**src/rtl/psw_pkg.sv**
```systemverilog
package psw_pkg;
   // Status word, MSB first
   typedef struct packed {
      logic i;
      logic t;
      logic h;
      logic s;
      logic v;
      logic n;
      logic z;
      logic c;
   } psw_t;

   localparam int unsigned PSW_W   = 8;
   localparam int unsigned ARITH_W = 5;  // {H,V,N,Z,C}
   localparam int unsigned AR_H = 4;
   localparam int unsigned AR_V = 3;
   localparam int unsigned AR_N = 2;
   localparam int unsigned AR_Z = 1;
   localparam int unsigned AR_C = 0;

   function automatic logic [ARITH_W-1:0] arith_of(psw_t w);
      return {w.h, w.v, w.n, w.z, w.c};
   endfunction
endpackage

```
**src/rtl/psw_bit_xfer.sv**
```systemverilog
module psw_bit_xfer #(
   parameter int unsigned DATA_W = 8,
   localparam int unsigned IDX_W = (DATA_W > 1) ? $clog2(DATA_W) : 1
) (
   input  logic [DATA_W-1:0] opnd,
   input  logic [IDX_W-1:0]  idx,
   input  logic              t_in,
   output logic              sel_bit,
   output logic [DATA_W-1:0] load_data
);
   generate
      if (DATA_W < 2) begin : g_bad_w
         $error("psw_bit_xfer: DATA_W must be at least 2");
      end
   endgenerate

   logic [DATA_W-1:0] hit;

   genvar k;
   generate
      for (k = 0; k < DATA_W; k++) begin : g_bit
         assign hit[k]       = (idx == IDX_W'(k));
         assign load_data[k] = hit[k] ? t_in : opnd[k];
      end
   endgenerate

   assign sel_bit = |(opnd & hit);
endmodule

```
**src/rtl/psw_irq_gate.sv**
```systemverilog
module psw_irq_gate #(
   parameter int unsigned NUM_IRQ = 4,
   parameter bit          REG_OUT = 1'b0
) (
   input  logic               clk,
   input  logic               rst_n,
   input  logic               gie,
   input  logic [NUM_IRQ-1:0] req,
   input  logic [NUM_IRQ-1:0] en,
   output logic [NUM_IRQ-1:0] fwd
);
   generate
      if (NUM_IRQ < 1 || NUM_IRQ > 64) begin : g_bad_n
         $error("psw_irq_gate: NUM_IRQ out of range 1..64");
      end
   endgenerate

   logic [NUM_IRQ-1:0] gated;
   assign gated = req & en & {NUM_IRQ{gie}};

   generate
      if (REG_OUT) begin : g_reg
         logic [NUM_IRQ-1:0] fwd_q;
         always_ff @(posedge clk or negedge rst_n) begin
            if (!rst_n) fwd_q <= '0;
            else        fwd_q <= gated;
         end
         assign fwd = fwd_q;
      end else begin : g_comb
         assign fwd = gated;


         gate_needs_gie_chk: assert property (@(posedge clk) disable iff (!rst_n)
            (|fwd) |-> gie);
      end
   endgenerate
endmodule

```
**src/rtl/psw_flag_store.sv**
```systemverilog
module psw_flag_store
   import psw_pkg::*;
(
   input  logic               clk,
   input  logic               rst_n,
   input  logic               io_we,
   input  psw_t               io_word,
   input  logic [ARITH_W-1:0] alu_mask,
   input  logic [ARITH_W-1:0] alu_flags,
   input  logic               t_we,
   input  logic               t_val,
   input  logic               irq_accept,
   input  logic               irq_return,
   output psw_t               word
);
   logic               i_q, t_q;
   logic [ARITH_W-1:0] ar_q;
   logic               i_d, t_d;
   logic [ARITH_W-1:0] ar_d;
   logic [ARITH_W-1:0] io_ar;

   assign io_ar = arith_of(io_word);

   // Arithmetic flags: ALU mask beats I/O write, per flag
   genvar k;
   generate
      for (k = 0; k < ARITH_W; k++) begin : g_ar
         always_comb begin
            if (alu_mask[k])  ar_d[k] = alu_flags[k];
            else if (io_we)   ar_d[k] = io_ar[k];
            else              ar_d[k] = ar_q[k];
         end
      end
   endgenerate

   // Transfer bit: bit-store beats I/O write
   always_comb begin
      if (t_we)       t_d = t_val;
      else if (io_we) t_d = io_word.t;
      else            t_d = t_q;
   end

   // Enable: accept > return > I/O write
   always_comb begin
      if (irq_accept)      i_d = 1'b0;
      else if (irq_return) i_d = 1'b1;
      else if (io_we)      i_d = io_word.i;
      else                 i_d = i_q;
   end

   always_ff @(posedge clk or negedge rst_n) begin
      if (!rst_n) begin
         i_q  <= 1'b0;
         t_q  <= 1'b0;
         ar_q <= '0;
      end else begin
         i_q  <= i_d;
         t_q  <= t_d;
         ar_q <= ar_d;
      end
   end

   always_comb begin
      word   = '0;
      word.i = i_q;
      word.t = t_q;
      word.h = ar_q[AR_H];
      word.v = ar_q[AR_V];
      word.n = ar_q[AR_N];
      word.z = ar_q[AR_Z];
      word.c = ar_q[AR_C];
      word.s = ar_q[AR_N] ^ ar_q[AR_V];
   end


   alu_carry_load_chk: assert property (@(posedge clk) disable iff (!rst_n)
      alu_mask[AR_C] |=> (word.c == $past(alu_flags[AR_C])));


   alu_zero_hold_chk: assert property (@(posedge clk) disable iff (!rst_n)
      (!alu_mask[AR_Z] && !io_we) |=> $stable(word.z));


   accept_clears_i_chk: assert property (@(posedge clk) disable iff (!rst_n)
      irq_accept |=> !word.i);


   return_sets_i_chk: assert property (@(posedge clk) disable iff (!rst_n)
      (irq_return && !irq_accept) |=> word.i);
endmodule

```
**src/rtl/psw_status_reg.sv**
```systemverilog
module psw_status_reg
   import psw_pkg::*;
#(
   parameter int unsigned ADDR_W  = 6,
   parameter int unsigned IO_ADDR = 'h3F,
   parameter int unsigned NUM_IRQ = 4,
   parameter bit          IRQ_REG = 1'b0
) (
   input  logic               clk,
   input  logic               rst_n,
   input  logic [ADDR_W-1:0]  io_addr,
   input  logic               io_wr,
   input  logic [7:0]         io_wdata,
   output logic [7:0]         io_rdata,
   input  logic [4:0]         alu_mask,
   input  logic [4:0]         alu_flags,
   input  logic [2:0]         bit_idx,
   input  logic [7:0]         bit_opnd,
   input  logic               bit_store,
   output logic [7:0]         bit_load_data,
   input  logic               irq_accept,
   input  logic               irq_return,
   input  logic [NUM_IRQ-1:0] irq_req,
   input  logic [NUM_IRQ-1:0] irq_en,
   output logic [NUM_IRQ-1:0] irq_fwd,
   output logic [7:0]         status
);
   localparam logic [ADDR_W-1:0] SEL_ADDR = ADDR_W'(IO_ADDR);

   generate
      if (IO_ADDR >= (1 << ADDR_W)) begin : g_bad_addr
         $error("psw_status_reg: IO_ADDR does not fit in ADDR_W bits");
      end
   endgenerate

   logic io_hit, io_we, t_sel;
   psw_t word;

   assign io_hit = (io_addr == SEL_ADDR);
   assign io_we  = io_wr && io_hit;

   psw_flag_store u_store (
      .clk        (clk),
      .rst_n      (rst_n),
      .io_we      (io_we),
      .io_word    (psw_t'(io_wdata)),
      .alu_mask   (alu_mask),
      .alu_flags  (alu_flags),
      .t_we       (bit_store),
      .t_val      (t_sel),
      .irq_accept (irq_accept),
      .irq_return (irq_return),
      .word       (word)
   );

   psw_bit_xfer #(.DATA_W(PSW_W)) u_xfer (
      .opnd      (bit_opnd),
      .idx       (bit_idx),
      .t_in      (word.t),
      .sel_bit   (t_sel),
      .load_data (bit_load_data)
   );

   psw_irq_gate #(.NUM_IRQ(NUM_IRQ), .REG_OUT(IRQ_REG)) u_gate (
      .clk   (clk),
      .rst_n (rst_n),
      .gie   (word.i),
      .req   (irq_req),
      .en    (irq_en),
      .fwd   (irq_fwd)
   );

   assign status   = word;
   assign io_rdata = io_hit ? word : '0;


   store_to_t_chk: assert property (@(posedge clk) disable iff (!rst_n)
      bit_store |=> (status[6] == $past(bit_opnd[bit_idx])));


   foreign_write_chk: assert property (@(posedge clk) disable iff (!rst_n)
      (io_wr && !io_hit && alu_mask == '0 && !bit_store && !irq_accept && !irq_return)
      |=> $stable(status));
endmodule

```
**config.mk**
```make
export PLATFORM = sky130hd
export DESIGN_NAME = psw_status_reg
export DESIGN_NICKNAME = d
export VERILOG_FILES = /design/src/rtl/psw_pkg.sv /design/src/rtl/psw_bit_xfer.sv /design/src/rtl/psw_irq_gate.sv /design/src/rtl/psw_flag_store.sv /design/src/rtl/psw_status_reg.sv
export SDC_FILE = /design/constraint.sdc
export NUM_CORES = 1
export LEC_CHECK = 0
export ABC_AREA = 1
export CORE_ASPECT_RATIO = 0.7
export CORE_MARGIN = 2
export CORE_UTILIZATION = 29
export CTS_BUF_LIST = sky130_fd_sc_hd__clkbuf_8
export CTS_CLUSTER_SIZE = 24
export DETAILED_ROUTE_END_ITERATION = 12
export GPL_TIMING_DRIVEN = 0
export PLACE_DENSITY = 0.92
export SLEW_MARGIN = 40
export SYNTH_ARGS = -nofsm -noshare
export SYNTH_HDL_FRONTEND = slang
export SYNTH_SLANG_ARGS = --single-unit
```
**constraint.sdc**
```tcl
create_clock -name clk -period 1.1 [get_ports clk]
set_clock_uncertainty 0.1 [all_clocks]
set_input_delay 0.165 -clock clk [delete_from_list [all_inputs] [get_ports clk]]
set_output_delay 0.165 -clock clk [all_outputs]
set_load 0.03 [all_outputs]
```
==> flow_summary.rst <==
.. list-table::
   :header-rows: 1

   * - Metric
     - Value
   * - Number of library cell types mapped by synthesis
     - 19
   * - Root Driver
     - sky130_fd_sc_hd__clkbuf_8
   * - Average size of a mapped cell
     - 5.69 sq um
   * - Via count of the first global-routing pass
     - 1112
   * - Number of filler instances in the final layout
     - 123
   * - Drt initial violations
     - 88
   * - I/O pins
     - 77
   * - Register-to-register path setup slack
     - -0.17 ns
   * - Critical Path Source Type
     - flip-flop
   * - Remaining global-route overflow
     - 0
   * - Net Count, Synth
     - 177
   * - Slew of the pin with the lowest slew margin
     - 0.340 ns
   * - Number of pins exceeding their max-slew limit in the final report
     - 0
   * - Setup violation total in the final timing report
     - 27
   * - Largest area contributor in the netlist
     - sky130_fd_sc_hd__dfrtp_1
   * - Pin count of the biggest net entering global routing
     - 11
   * - Slew headroom
     - 0.773
   * - Post-route core utilization
     - 0.832
   * - Buffers plus inverters on the worst setup path
     - 3
   * - DIE AREA
     - 2930 sq um
   * - Areal power density over the cells
     - 786 nW/um^2
   * - Cell area after technology mapping
     - 728 sq um
   * - Setup repair after global routing missed its margin
     - yes
   * - Routed WL
     - 4320 microns
   * - Cell count after synthesis
     - 128
   * - Fmax achieved
     - 705 MHz
   * - Worst-Skew Late Latency
     - 0.22 ns
   * - Die extent in x
     - 63.9 microns
   * - Worst min path class
     - input pin to asynchronous set/reset pin
   * - Failing checks
     - setup timing
   * - Worst hold slack
     - 0.108 ns
   * - Area added between synthesis and finish
     - 177%
   * - H-tree level count
     - 1
   * - Vias
     - 1304
   * - Depth of the worst register-to-register path
     - 6
   * - Gpl congestion
     - 0.770
   * - Crit path depth
     - 4
   * - Share of the synthesized area in the top cell type
     - 0.241
   * - Result of the run
     - complete, but fails checks
   * - Vias per cell
     - 5.13
   * - Startpoint of the most critical setup path
     - u_store.t_q
   * - Core area
     - 2420 sq um
   * - Clock period minus worst slack
     - 1.42 ns
   * - Number of nets with antenna violations after detailed routing
     - 0
   * - Crit path max-delay cell type
     - sky130_fd_sc_hd__dfrtp_2
   * - Leakage
     - 0.912 nW
   * - Die Span Y
     - 45.9 microns
   * - #FFs+latches synth
     - 7
   * - Largest cells by area after synthesis
     - sky130_fd_sc_hd__dfrtp_1 (24%), sky130_fd_sc_hd__nand2_1 (22%), sky130_fd_sc_hd__nor2_1 (11%), sky130_fd_sc_hd__inv_1 (7.2%), sky130_fd_sc_hd__o21ai_0 (6.2%)
   * - Clock sink count
     - 7
   * - Maximum resistive drop on vdd
     - 709 uV
   * - First drt pass iteration count
     - 4
   * - Post-route setup TNS
     - -4.98 ns
   * - Count of standard-cell rows
     - 15
   * - Peak fanout along the critical path
     - 5
   * - Global-route wire length before repair
     - 4900 microns
   * - Hold Violations, Final
     - 0
   * - Final-stage net count
     - 270
   * - Data arrival, critical path
     - 1.15 ns
   * - Avg WL per Cell
     - 17.0 microns
   * - Power consumption
     - 1.58 mW
   * - Cell family with the largest share of critical-path delay
     - flip-flops
   * - Number of remaining DRC errors
     - 0
   * - Endpoint of the worst setup timing path
     - io_rdata[6]
   * - Element type at the critical path end
     - output pin
   * - Maximum clock insertion buffer count
     - 2
   * - Cell-by-cell listing of the critical path
     - clkinv_4 > buf_6 > nor2_4 > buf_6
   * - Final setup slack of the worst path
     - -0.318 ns
   * - CTS Hold Bufs
     - 0
   * - Antenna cells
     - 0
   * - Number of CTS-inserted buffers
     - 3
   * - R2r startpoint
     - u_store.t_q
   * - Share of post-route cells with drive strength above 1
     - 0.523
   * - Number of max-cap violations
     - 0
   * - Data required time at the worst endpoint
     - 0.83 ns
   * - Sequential cell area fraction in the yosys report
     - 0.241
   * - Synth warn
     - 0
   * - TritonCTS clock tree
     - built
   * - Number of port buffers
     - 72
   * - Antenna violations before repair
     - 0
   * - Total routing usage reported by global routing
     - 0.223
   * - Kind of critical path
     - flip-flop to output pin
   * - Reg-to-reg critical path endpoint
     - u_store.t_q
   * - Worst path max stage delay
     - 0.44 ns
   * - Most used cell, CP
     - sky130_fd_sc_hd__buf_6
   * - Clock transition time at the flip-flop clock pins of the worst setup and hold paths
     - 0.04 ns
   * - Effective utilization at floorplan
     - 0.301
   * - Portion of the clock cycle consumed by the worst path in the final layout
     - 1.29
   * - Half-perimeter wire length after detailed placement
     - 2380 microns
==> sequential cells by signal, indices dropped and copies added (netlist names) <==
name and flops:
u_store.ar_q 5, u_store.t_q 1, u_store.i_q 1
==> where the power goes <==
| group | switching, mW | internal [mW] |
|---|---|---|
| logic | 0.475 | 0.430 |
| clock network | 0.110 | 0.241 |
| registers | 0.0384 | 0.289 |
==> cells in the final DEF (no fill, tap or decap), types with 6 or more instances in the layout <==
| cell | Yosys | layout |
|---|---|---|
| sky130_fd_sc_hd__buf_6 | 1 | 38 |
| sky130_fd_sc_hd__nand2_1 | 42 | 31 |
| sky130_fd_sc_hd__clkdlybuf4s50_1 | 0 | 31 |
| sky130_fd_sc_hd__nor2_4 | 1 | 13 |
| sky130_fd_sc_hd__buf_4 | 5 | 10 |
| sky130_fd_sc_hd__nor2_1 | 21 | 9 |
| sky130_fd_sc_hd__inv_1 | 14 | 8 |
| sky130_fd_sc_hd__nand2_2 | 0 | 7 |
| sky130_fd_sc_hd__inv_2 | 1 | 7 |
| sky130_fd_sc_hd__dlygate4sd2_1 | 0 | 7 |
| sky130_fd_sc_hd__nand3_1 | 8 | 6 |
| sky130_fd_sc_hd__o21ai_4 | 0 | 6 |
| sky130_fd_sc_hd__nand4_1 | 6 | 6 |
| sky130_fd_sc_hd__dfrtp_2 | 0 | 6 |
==> how the worst min path moves through the flow <==
stage	from	end	slack, ns	depth (start not counted)
after CTS	rst_n	u_store.ar_q[3]	0.11	1
after global routing	rst_n	u_store.ar_q[3]	0.13	1
after floorplan	rst_n	u_store.ar_q[0]	-0.23	0
final	rst_n	u_store.ar_q[3]	0.11	1
after detailed placement	rst_n	u_store.t_q	0.35	1
after global placement	rst_n	u_store.t_q	0.34	1
==> routing by layer <==
metal,share of wire,global-route usage,vias to the layer above
met3,0.075,0.0569,14
met5,0,0,-
met1,0.35,0.234,619
li1,-,-,592
met2,0.53,0.458,79
met4,0.038,0.0478,0
==> cell families (layout without fill, tap and decap cells) <==
| family | Yosys count | in the layout | synth area share |
|---|---|---|---|
| and+or+nand+nor | 81 | 81 | 0.478 |
| buffers and inverters | 22 | 114 | 0.149 |
| AOI/OAI and AO/OA | 18 | 18 | 0.132 |
| DFF | 7 | 7 | 0.241 |
==> stage by stage <==
stage	setup slack, ns	cells	instance area [sq um]
after CTS	-0.262	248	1860
final	-0.318	254	2010
after floorplan	-0.0808	128	947
after global placement	-1.02	234	1710
after global routing	-0.334	254	2010
after detailed placement	-1.08	234	1710
==> cells in the mapped netlist <==
cell	count
sky130_fd_sc_hd__nand2_1	42
sky130_fd_sc_hd__clkinv_1	1
sky130_fd_sc_hd__or2_0	1
sky130_fd_sc_hd__nand3_2	1
sky130_fd_sc_hd__nor2_4	1
sky130_fd_sc_hd__nor2_1	21
sky130_fd_sc_hd__a31oi_1	2
sky130_fd_sc_hd__buf_4	5
sky130_fd_sc_hd__a21oi_2	1
sky130_fd_sc_hd__inv_1	14
sky130_fd_sc_hd__buf_6	1
sky130_fd_sc_hd__nor2_2	1
sky130_fd_sc_hd__nand4_1	6
sky130_fd_sc_hd__inv_2	1
sky130_fd_sc_hd__o21ai_1	3
sky130_fd_sc_hd__dfrtp_1	7
sky130_fd_sc_hd__nand3_1	8
sky130_fd_sc_hd__a21oi_1	3
sky130_fd_sc_hd__o21ai_0	9
==> timing repair <==
action,4_1_cts,5_1_grt
hold endpoints to repair,0,0
resized for setup,230,33
pin swaps,17,9
cloned,2,0
buffers inserted,9,6
endpoints found under the setup margin,35,32
==> layout make-up <==
class / count / area [sq um] / area share
Timing Repair Buffer: 88 / 882 / 0.438
Multi-Input combinational cell: 99 / 728 / 0.361
Sequential cell: 7 / 183 / 0.0907
Inverter: 16 / 67.6 / 0.0335
Buffer: 5 / 57.6 / 0.0286
Tap cell: 34 / 42.5 / 0.0211
Clock buffer: 3 / 41.3 / 0.0205
Timing Repair inverter: 1 / 8.76 / 0.00435
Clock inverter: 1 / 3.75 / 0.00186
Note: power is estimated with default switching activity, not from simulation.
